[config.mk]
export PLATFORM = sky130hd
export DESIGN_NAME = umerge_unit
export DESIGN_NICKNAME = d
export VERILOG_FILES = /design/src/rtl/umerge_pkg.sv /design/src/rtl/umerge_lane_decode.sv /design/src/rtl/umerge_shifter.sv /design/src/rtl/umerge_lane_mux.sv /design/src/rtl/umerge_out_stage.sv /design/src/rtl/umerge_unit.sv
export SDC_FILE = /design/constraint.sdc
export NUM_CORES = 1
export LEC_CHECK = 0
export ABC_AREA = 1
export BUFFER_PORTS_ARGS = -buffer_cell sky130_fd_sc_hd__buf_2
export CORE_AREA = 2 2 95 97
export DETAILED_ROUTE_END_ITERATION = 12
export DIE_AREA = 0 0 97 99
export GPL_TIMING_DRIVEN = 0
export PLACE_DENSITY = 0.64
export SYNTH_ARGS = -nofsm -noshare
export SYNTH_HDL_FRONTEND = slang
export SYNTH_SLANG_ARGS = --single-unit
[constraint.sdc]
create_clock -name clk -period 3 [get_ports clk]
set_input_delay 0.15 -clock clk [delete_from_list [all_inputs] [get_ports clk]]
set_output_delay 0.15 -clock clk [all_outputs]
set_load 0.02 [all_outputs]
[src/rtl/umerge_pkg.sv]
package umerge_pkg;

  typedef struct packed {
    logic store;   // 1: partial store, 0: partial load
    logic left;    // 1: left variant
    logic little;  // 1: little-endian byte order
  } umerge_ctl_t;

endpackage

[src/rtl/umerge_lane_decode.sv]
module umerge_lane_decode
  import umerge_pkg::*;
#(
  parameter int NB = 4,
  localparam int OW = $clog2(NB)
) (
  input  logic          clk,
  input  logic          rst_n,
  input  logic          chk_en,
  input  logic [OW-1:0] ofs,
  input  umerge_ctl_t   ctl,
  output logic [OW-1:0] amt,
  output logic          dir_up,
  output logic [NB-1:0] lanes
);

  localparam logic [OW-1:0] TOP = OW'(NB - 1);

  logic [OW-1:0] eff;

  // effective offset: ordering folds onto one shift rule
  always_comb begin
    eff    = ctl.little ? (TOP - ofs) : ofs;
    amt    = ctl.left ? eff : (TOP - eff);
    dir_up = ctl.store ^ ctl.left;
  end

  generate
    for (genvar i = 0; i < NB; i++) begin : g_lane
      always_comb begin
        if (dir_up) lanes[i] = (OW'(i) >= amt);
        else        lanes[i] = (OW'(i) <= (TOP - amt));
      end
    end
  endgenerate

  AST_LANE_COUNT: assert property (@(posedge clk) disable iff (!rst_n)
    chk_en |-> ($countones(lanes) == (ctl.left ? (NB - int'(eff)) : (int'(eff) + 1))));

  AST_LANE_ANCHOR: assert property (@(posedge clk) disable iff (!rst_n)
    chk_en |-> ((ctl.left != ctl.store) ? lanes[NB-1] : lanes[0]));

  AST_ALIGNED_FULL: assert property (@(posedge clk) disable iff (!rst_n)
    (chk_en && !ctl.little && !ctl.store &&
     ((ctl.left && ofs == '0) || (!ctl.left && ofs == TOP))) |-> (&lanes));

endmodule

[src/rtl/umerge_shifter.sv]
module umerge_shifter #(
  parameter int NB = 4,
  parameter int BW = 8,
  localparam int OW = $clog2(NB),
  localparam int W  = NB * BW
) (
  input  logic [W-1:0]  src,
  input  logic [OW-1:0] amt,
  input  logic          up,
  output logic [W-1:0]  dst
);

  // lane i takes src lane i-amt (up) or i+amt (down)
  generate
    for (genvar i = 0; i < NB; i++) begin : g_lane
      always_comb begin
        dst[i*BW +: BW] = '0;
        for (int j = 0; j < NB; j++) begin
          if (up && (i - j) == int'(amt))
            dst[i*BW +: BW] = src[j*BW +: BW];
          else if (!up && (j - i) == int'(amt))
            dst[i*BW +: BW] = src[j*BW +: BW];
        end
      end
    end
  endgenerate

endmodule

[src/rtl/umerge_lane_mux.sv]
module umerge_lane_mux #(
  parameter int NB = 4,
  parameter int BW = 8,
  localparam int W = NB * BW
) (
  input  logic [W-1:0]  moved,
  input  logic [W-1:0]  base,
  input  logic [NB-1:0] lanes,
  output logic [W-1:0]  merged
);

  generate
    for (genvar i = 0; i < NB; i++) begin : g_lane
      assign merged[i*BW +: BW] = lanes[i] ? moved[i*BW +: BW] : base[i*BW +: BW];
    end
  endgenerate

endmodule

[src/rtl/umerge_out_stage.sv]
module umerge_out_stage #(
  parameter int W  = 36,
  parameter bit REG_OUT = 1'b1
) (
  input  logic         clk,
  input  logic         rst_n,
  input  logic         up_valid,
  output logic         up_ready,
  input  logic [W-1:0] up_data,
  output logic         dn_valid,
  input  logic         dn_ready,
  output logic [W-1:0] dn_data
);

  generate
    if (REG_OUT) begin : g_reg
      logic         vld_q;
      logic [W-1:0] dat_q;

      always_ff @(posedge clk) begin
        if (!rst_n) begin
          vld_q <= 1'b0;
          dat_q <= '0;
        end else if (up_ready) begin
          vld_q <= up_valid;
          if (up_valid) dat_q <= up_data;
        end
      end

      assign up_ready = !vld_q || dn_ready;
      assign dn_valid = vld_q;
      assign dn_data  = dat_q;

      AST_STALL_HOLD: assert property (@(posedge clk) disable iff (!rst_n)
        (dn_valid && !dn_ready) |=> (dn_valid && $stable(dn_data)));
    end else begin : g_comb
      assign up_ready = dn_ready;
      assign dn_valid = up_valid;
      assign dn_data  = up_data;
    end
  endgenerate

  AST_NO_ACCEPT_FULL: assert property (@(posedge clk) disable iff (!rst_n)
    (dn_valid && !dn_ready) |-> !up_ready);

endmodule

[src/rtl/umerge_unit.sv]
module umerge_unit
  import umerge_pkg::*;
#(
  parameter int NB = 4,
  parameter int BW = 8,
  parameter bit REG_OUT = 1'b1,
  localparam int OW = $clog2(NB),
  localparam int W  = NB * BW
) (
  input  logic          clk,
  input  logic          rst_n,
  input  logic          in_valid,
  output logic          in_ready,
  input  logic [W-1:0]  in_word,
  input  logic [W-1:0]  in_reg,
  input  logic [OW-1:0] in_ofs,
  input  logic          in_left,
  input  logic          in_store,
  input  logic          in_little,
  output logic          out_valid,
  input  logic          out_ready,
  output logic [W-1:0]  out_data,
  output logic [NB-1:0] out_lanes
);

  umerge_ctl_t   ctl;
  logic [OW-1:0] amt;
  logic          up;
  logic [NB-1:0] lanes;
  logic [W-1:0]  src, base, moved, merged;

  assign ctl  = '{store: in_store, left: in_left, little: in_little};
  assign src  = in_store ? in_reg  : in_word;
  assign base = in_store ? in_word : in_reg;

  umerge_lane_decode #(.NB(NB)) u_dec (
    .clk(clk), .rst_n(rst_n), .chk_en(in_valid),
    .ofs(in_ofs), .ctl(ctl), .amt(amt), .dir_up(up), .lanes(lanes)
  );

  umerge_shifter #(.NB(NB), .BW(BW)) u_shf (
    .src(src), .amt(amt), .up(up), .dst(moved)
  );

  umerge_lane_mux #(.NB(NB), .BW(BW)) u_mux (
    .moved(moved), .base(base), .lanes(lanes), .merged(merged)
  );

  umerge_out_stage #(.W(W + NB), .REG_OUT(REG_OUT)) u_out (
    .clk(clk), .rst_n(rst_n),
    .up_valid(in_valid), .up_ready(in_ready), .up_data({lanes, merged}),
    .dn_valid(out_valid), .dn_ready(out_ready), .dn_data({out_lanes, out_data})
  );

endmodule

==> impl_summary.md <==
Layout
In the layout the commonest cells are sky130_fd_sc_hd__nand2_1, sky130_fd_sc_hd__buf_2, sky130_fd_sc_hd__inv_1. The multi-input gate area in the final layout is 0.002193 mm2. Leaving out fill and tap cells, the most frequent cell in the layout is sky130_fd_sc_hd__nand2_1. Compared with the post-synthesis result, the final layout area differs by 23.23%.

After the last flow step, the layout net total stands at between 700 and 800. The share of final-layout standard cells stronger than drive strength 1 is 23.74%. The layout has around 950 filler cells. The antenna diode instance count is 0. The sequential cells in the finished layout cover a total of 740.7 um2.

Worst setup path
In this run the worst path has a maximum fanout of 10. Data on the critical path is required at its endpoint by 3.23 ns. The most critical setup path has its startpoint at u_out.dn_valid. The number of cells on the worst reg-to-reg path is 8. The endpoint kind of the worst setup timing path is a register. The critical path arrival is 2.27 ns. The startpoint type of the worst setup path is a register. The worst setup path is of the register to register kind. The worst reg2reg path endpoint is u_out.dn_data[22]. In this run the worst setup path terminates at u_out.dn_data[22].

In this run the register-to-register setup slack is 0.96 ns. In this run the critical register-to-register path is launched from u_out.dn_valid.

Die
The area of the placeable core is 0.008551 mm2. The width of the die is slightly below 100 um. The placement row count is 34. The height of the die is 99 um. The count of pins on the block boundary is 111.

The die covers 0.009603 mm2. For this configuration, the core starts out at a cell density of 39.36%.

STA
The final worst clock skew is approximately 0.0051 ns. The final number of hold-violating endpoints is 0. Setup repair after global routing left no endpoint under its margin. The share of the cycle needed by the critical path after routing is 68.05%.

The worst slew margin relative to its limit is 51.11%. For the finished layout, the period the worst path requires is 2.042 ns. The number of setup violations in the final report is 0. The top achievable clock speed is between 400 and 500 MHz. The number of pins exceeding their max-slew limit in the final report is 0. For the pin with the worst max-slew slack, the measured transition is 0.7334 ns. The setup total negative slack is 0 ns.

GRT
The aggregate global routing overflow is 0. The number of antenna violations at the first check in global routing was 0. In the global route stage, met2 resource usage came out at approximately 52%. The maximum number of pins on one net before global-route repair is 13. The busiest layer in global routing is met2.

The fraction of met3 tracks used by global routing is 4.113%. The met1 routing resource usage after global routing is 36.47%. The via count of the first global-routing pass is 4,259. The global-route total usage across every layer is 29.72%. The global-route wire length before repair is 22,220 um.

Detailed routing
The antenna violation net count after detailed routing is 0. For this block, the via count after detailed routing is 4,415. The detail-routed via count per cell is 5.498. The DRC violation count after routing is 0.

The total wirelength of the detailed-routed design is 14,670 um. The first TritonRoute pass finished after 5 iterations. The first routing iteration left about 300 violations. The average routed wire per standard cell is roughly 18 um.

Pwr
The completed layout was analyzed and its total power is 1.685 mW. The static leakage power is 2.162 nW. The total power divided by cell area is between 400 and 500 mW/mm2.

The maximum vdd ir drop is 161.4 uV.

CTS
Hold repair after CTS inserted 0 buffers. The cell at the root of the clock tree is sky130_fd_sc_hd__clkbuf_8. The number of clock sinks is 37. Counting along the longest clock path gives a buffer depth of 2. The clock latency at the later pin of the worst-skew pair is 0.29 ns. The number of H-tree levels is 2. The clock tree from TritonCTS is yes. The total setup buffers inserted after CTS is 0.

The number of clock buffers inserted by TritonCTS is 5. The clock-pin slew on the worst setup and hold paths is 0.09 ns. After clock tree synthesis, the repair step resized 0 gates.

Synth
The post-synthesis area per instance is 5.833 um2. The number of nets handed over by synthesis was 650. The number of cells produced by synthesis is 577. Yosys attributes the largest share of cell area to sky130_fd_sc_hd__dfxtp_1, sky130_fd_sc_hd__nand2_1, sky130_fd_sc_hd__o21ai_0, sky130_fd_sc_hd__inv_1, sky130_fd_sc_hd__nor2_1. Summed over its instances, the top area cell type makes up between 20 and 25% of the synthesized netlist area. The post-synth design cell area is between 0.003 and 0.004 mm2. The most frequently used flop master after synthesis is sky130_fd_sc_hd__dfxtp_1. Counting flops and latches in the post-synthesis netlist gives 37.

The count of warnings emitted by yosys is 0. The cell type with the highest aggregate area in the netlist is sky130_fd_sc_hd__dfxtp_1. The register area share after synthesis is 22.01%.

The number of unique standard cell types used by synthesis is 35. The number of flops mapped to enable cells by yosys is 0. The async set-or-reset flop fraction in the synthesized netlist is 0%.

Outcome
The run finished with clean final reports.

Worst hold path
The start point of the worst hold path is rst_n. The type of the worst min-delay path is input pin to register.

Placement
The placed wire-length estimate is 11,310 um. The final weighted congestion of routability-driven global placement is approximately 0.95. The number of port buffers is 110.

Run
Across the run, the number of max-cap violations was 0.
-- synth_stat cells, types with 11 or more instances --
library cell,number
sky130_fd_sc_hd__a21oi_1,33
sky130_fd_sc_hd__buf_2,11
sky130_fd_sc_hd__clkbuf_1,13
sky130_fd_sc_hd__dfxtp_1,37
sky130_fd_sc_hd__inv_1,69
sky130_fd_sc_hd__nand2_1,162
sky130_fd_sc_hd__nand3_1,16
sky130_fd_sc_hd__nand4_1,11
sky130_fd_sc_hd__nor2_1,50
sky130_fd_sc_hd__o211ai_1,23
sky130_fd_sc_hd__o21ai_0,65
sky130_fd_sc_hd__or2_2,11
-- layer usage --
layer  part of all wire (%)  vias up
met1                     42     2014
met5                      0        -
met4                    4.2        0
met3                    6.5       46
li1                       -     2138
met2                     48      217
-- kinds of logic (layout without fill, tap and decap cells) --
logic type,count (synthesis),in the layout,synth area share (%)
flip-flops,37,37,22.01
multiplexers,10,10,2.974
buffers and inverters,106,224,12.83
AND/OR/NAND/NOR,269,269,35.20
XOR/XNOR,1,1,0.4834
AO/OA/AOI/OAI,154,154,26.51
-- sequential cells by signal, summed over array words and instances, names as in the netlist --
register and count:
u_out.dn_valid 1, u_out.dn_data 36
-- worst max-delay path, stage by stage, from the launching register on --
cell and delay [ns]:
sky130_fd_sc_hd__dfxtp_1 0.32, sky130_fd_sc_hd__nand2_1 0.09, sky130_fd_sc_hd__nand2_1 0.20, sky130_fd_sc_hd__clkinv_1 0.17, sky130_fd_sc_hd__clkbuf_1 0.57, sky130_fd_sc_hd__nand2_1 0.22
sky130_fd_sc_hd__a21oi_1 0.18, sky130_fd_sc_hd__o21ai_1 0.10, sky130_fd_sc_hd__a21oi_1 0.12
-- power by group --
part / total, mW / switching (mW) / internal, mW
clock network: 0.392 / 0.206 / 0.187
logic: 0.731 / 0.497 / 0.234
registers: 0.561 / 0.0216 / 0.540
-- how the worst min path moves through the flow --
stage / endpoint / slack (ns) / cells past startpoint
floorplan: u_out.dn_data[27] / 0.29 / 2
global placement: u_out.dn_valid / 0.45 / 4
detailed placement: u_out.dn_data[7] / 0.46 / 2
CTS: u_out.dn_data[8] / 0.14 / 3
global route: u_out.dn_data[8] / 0.16 / 3
finish: u_out.dn_data[8] / 0.15 / 3
-- metrics by stage --
| step | std cells | utilization (%) | cell area (um2) | hold WS, ns | worst slack, ns |
|---|---|---|---|---|---|
| after floorplan | 577 | - | 3366 | 0.2883 | 1.394 |
| after detailed placement | 795 | 47.38 | 4051 | 0.4572 | 0.9373 |
| after global routing | 803 | 48.51 | 4148 | 0.1607 | 0.9037 |
| after global placement | 795 | 47.38 | 4051 | 0.4467 | 0.9597 |
| after CTS | 803 | 48.51 | 4148 | 0.1409 | 0.9851 |
| final | 803 | 48.51 | 4148 | 0.1504 | 0.9584 |
-- final cells by class --
class	count	share of cell area (%)
timing repair buffer	110	13.27
clock inverter	2	0.3318
multi-input combinational	434	52.88
buffer	29	3.318
inverter	77	7.089
tap	108	3.258
sequential	37	17.86
clock buffer	6	1.991
(Power assumes the default switching activity.)
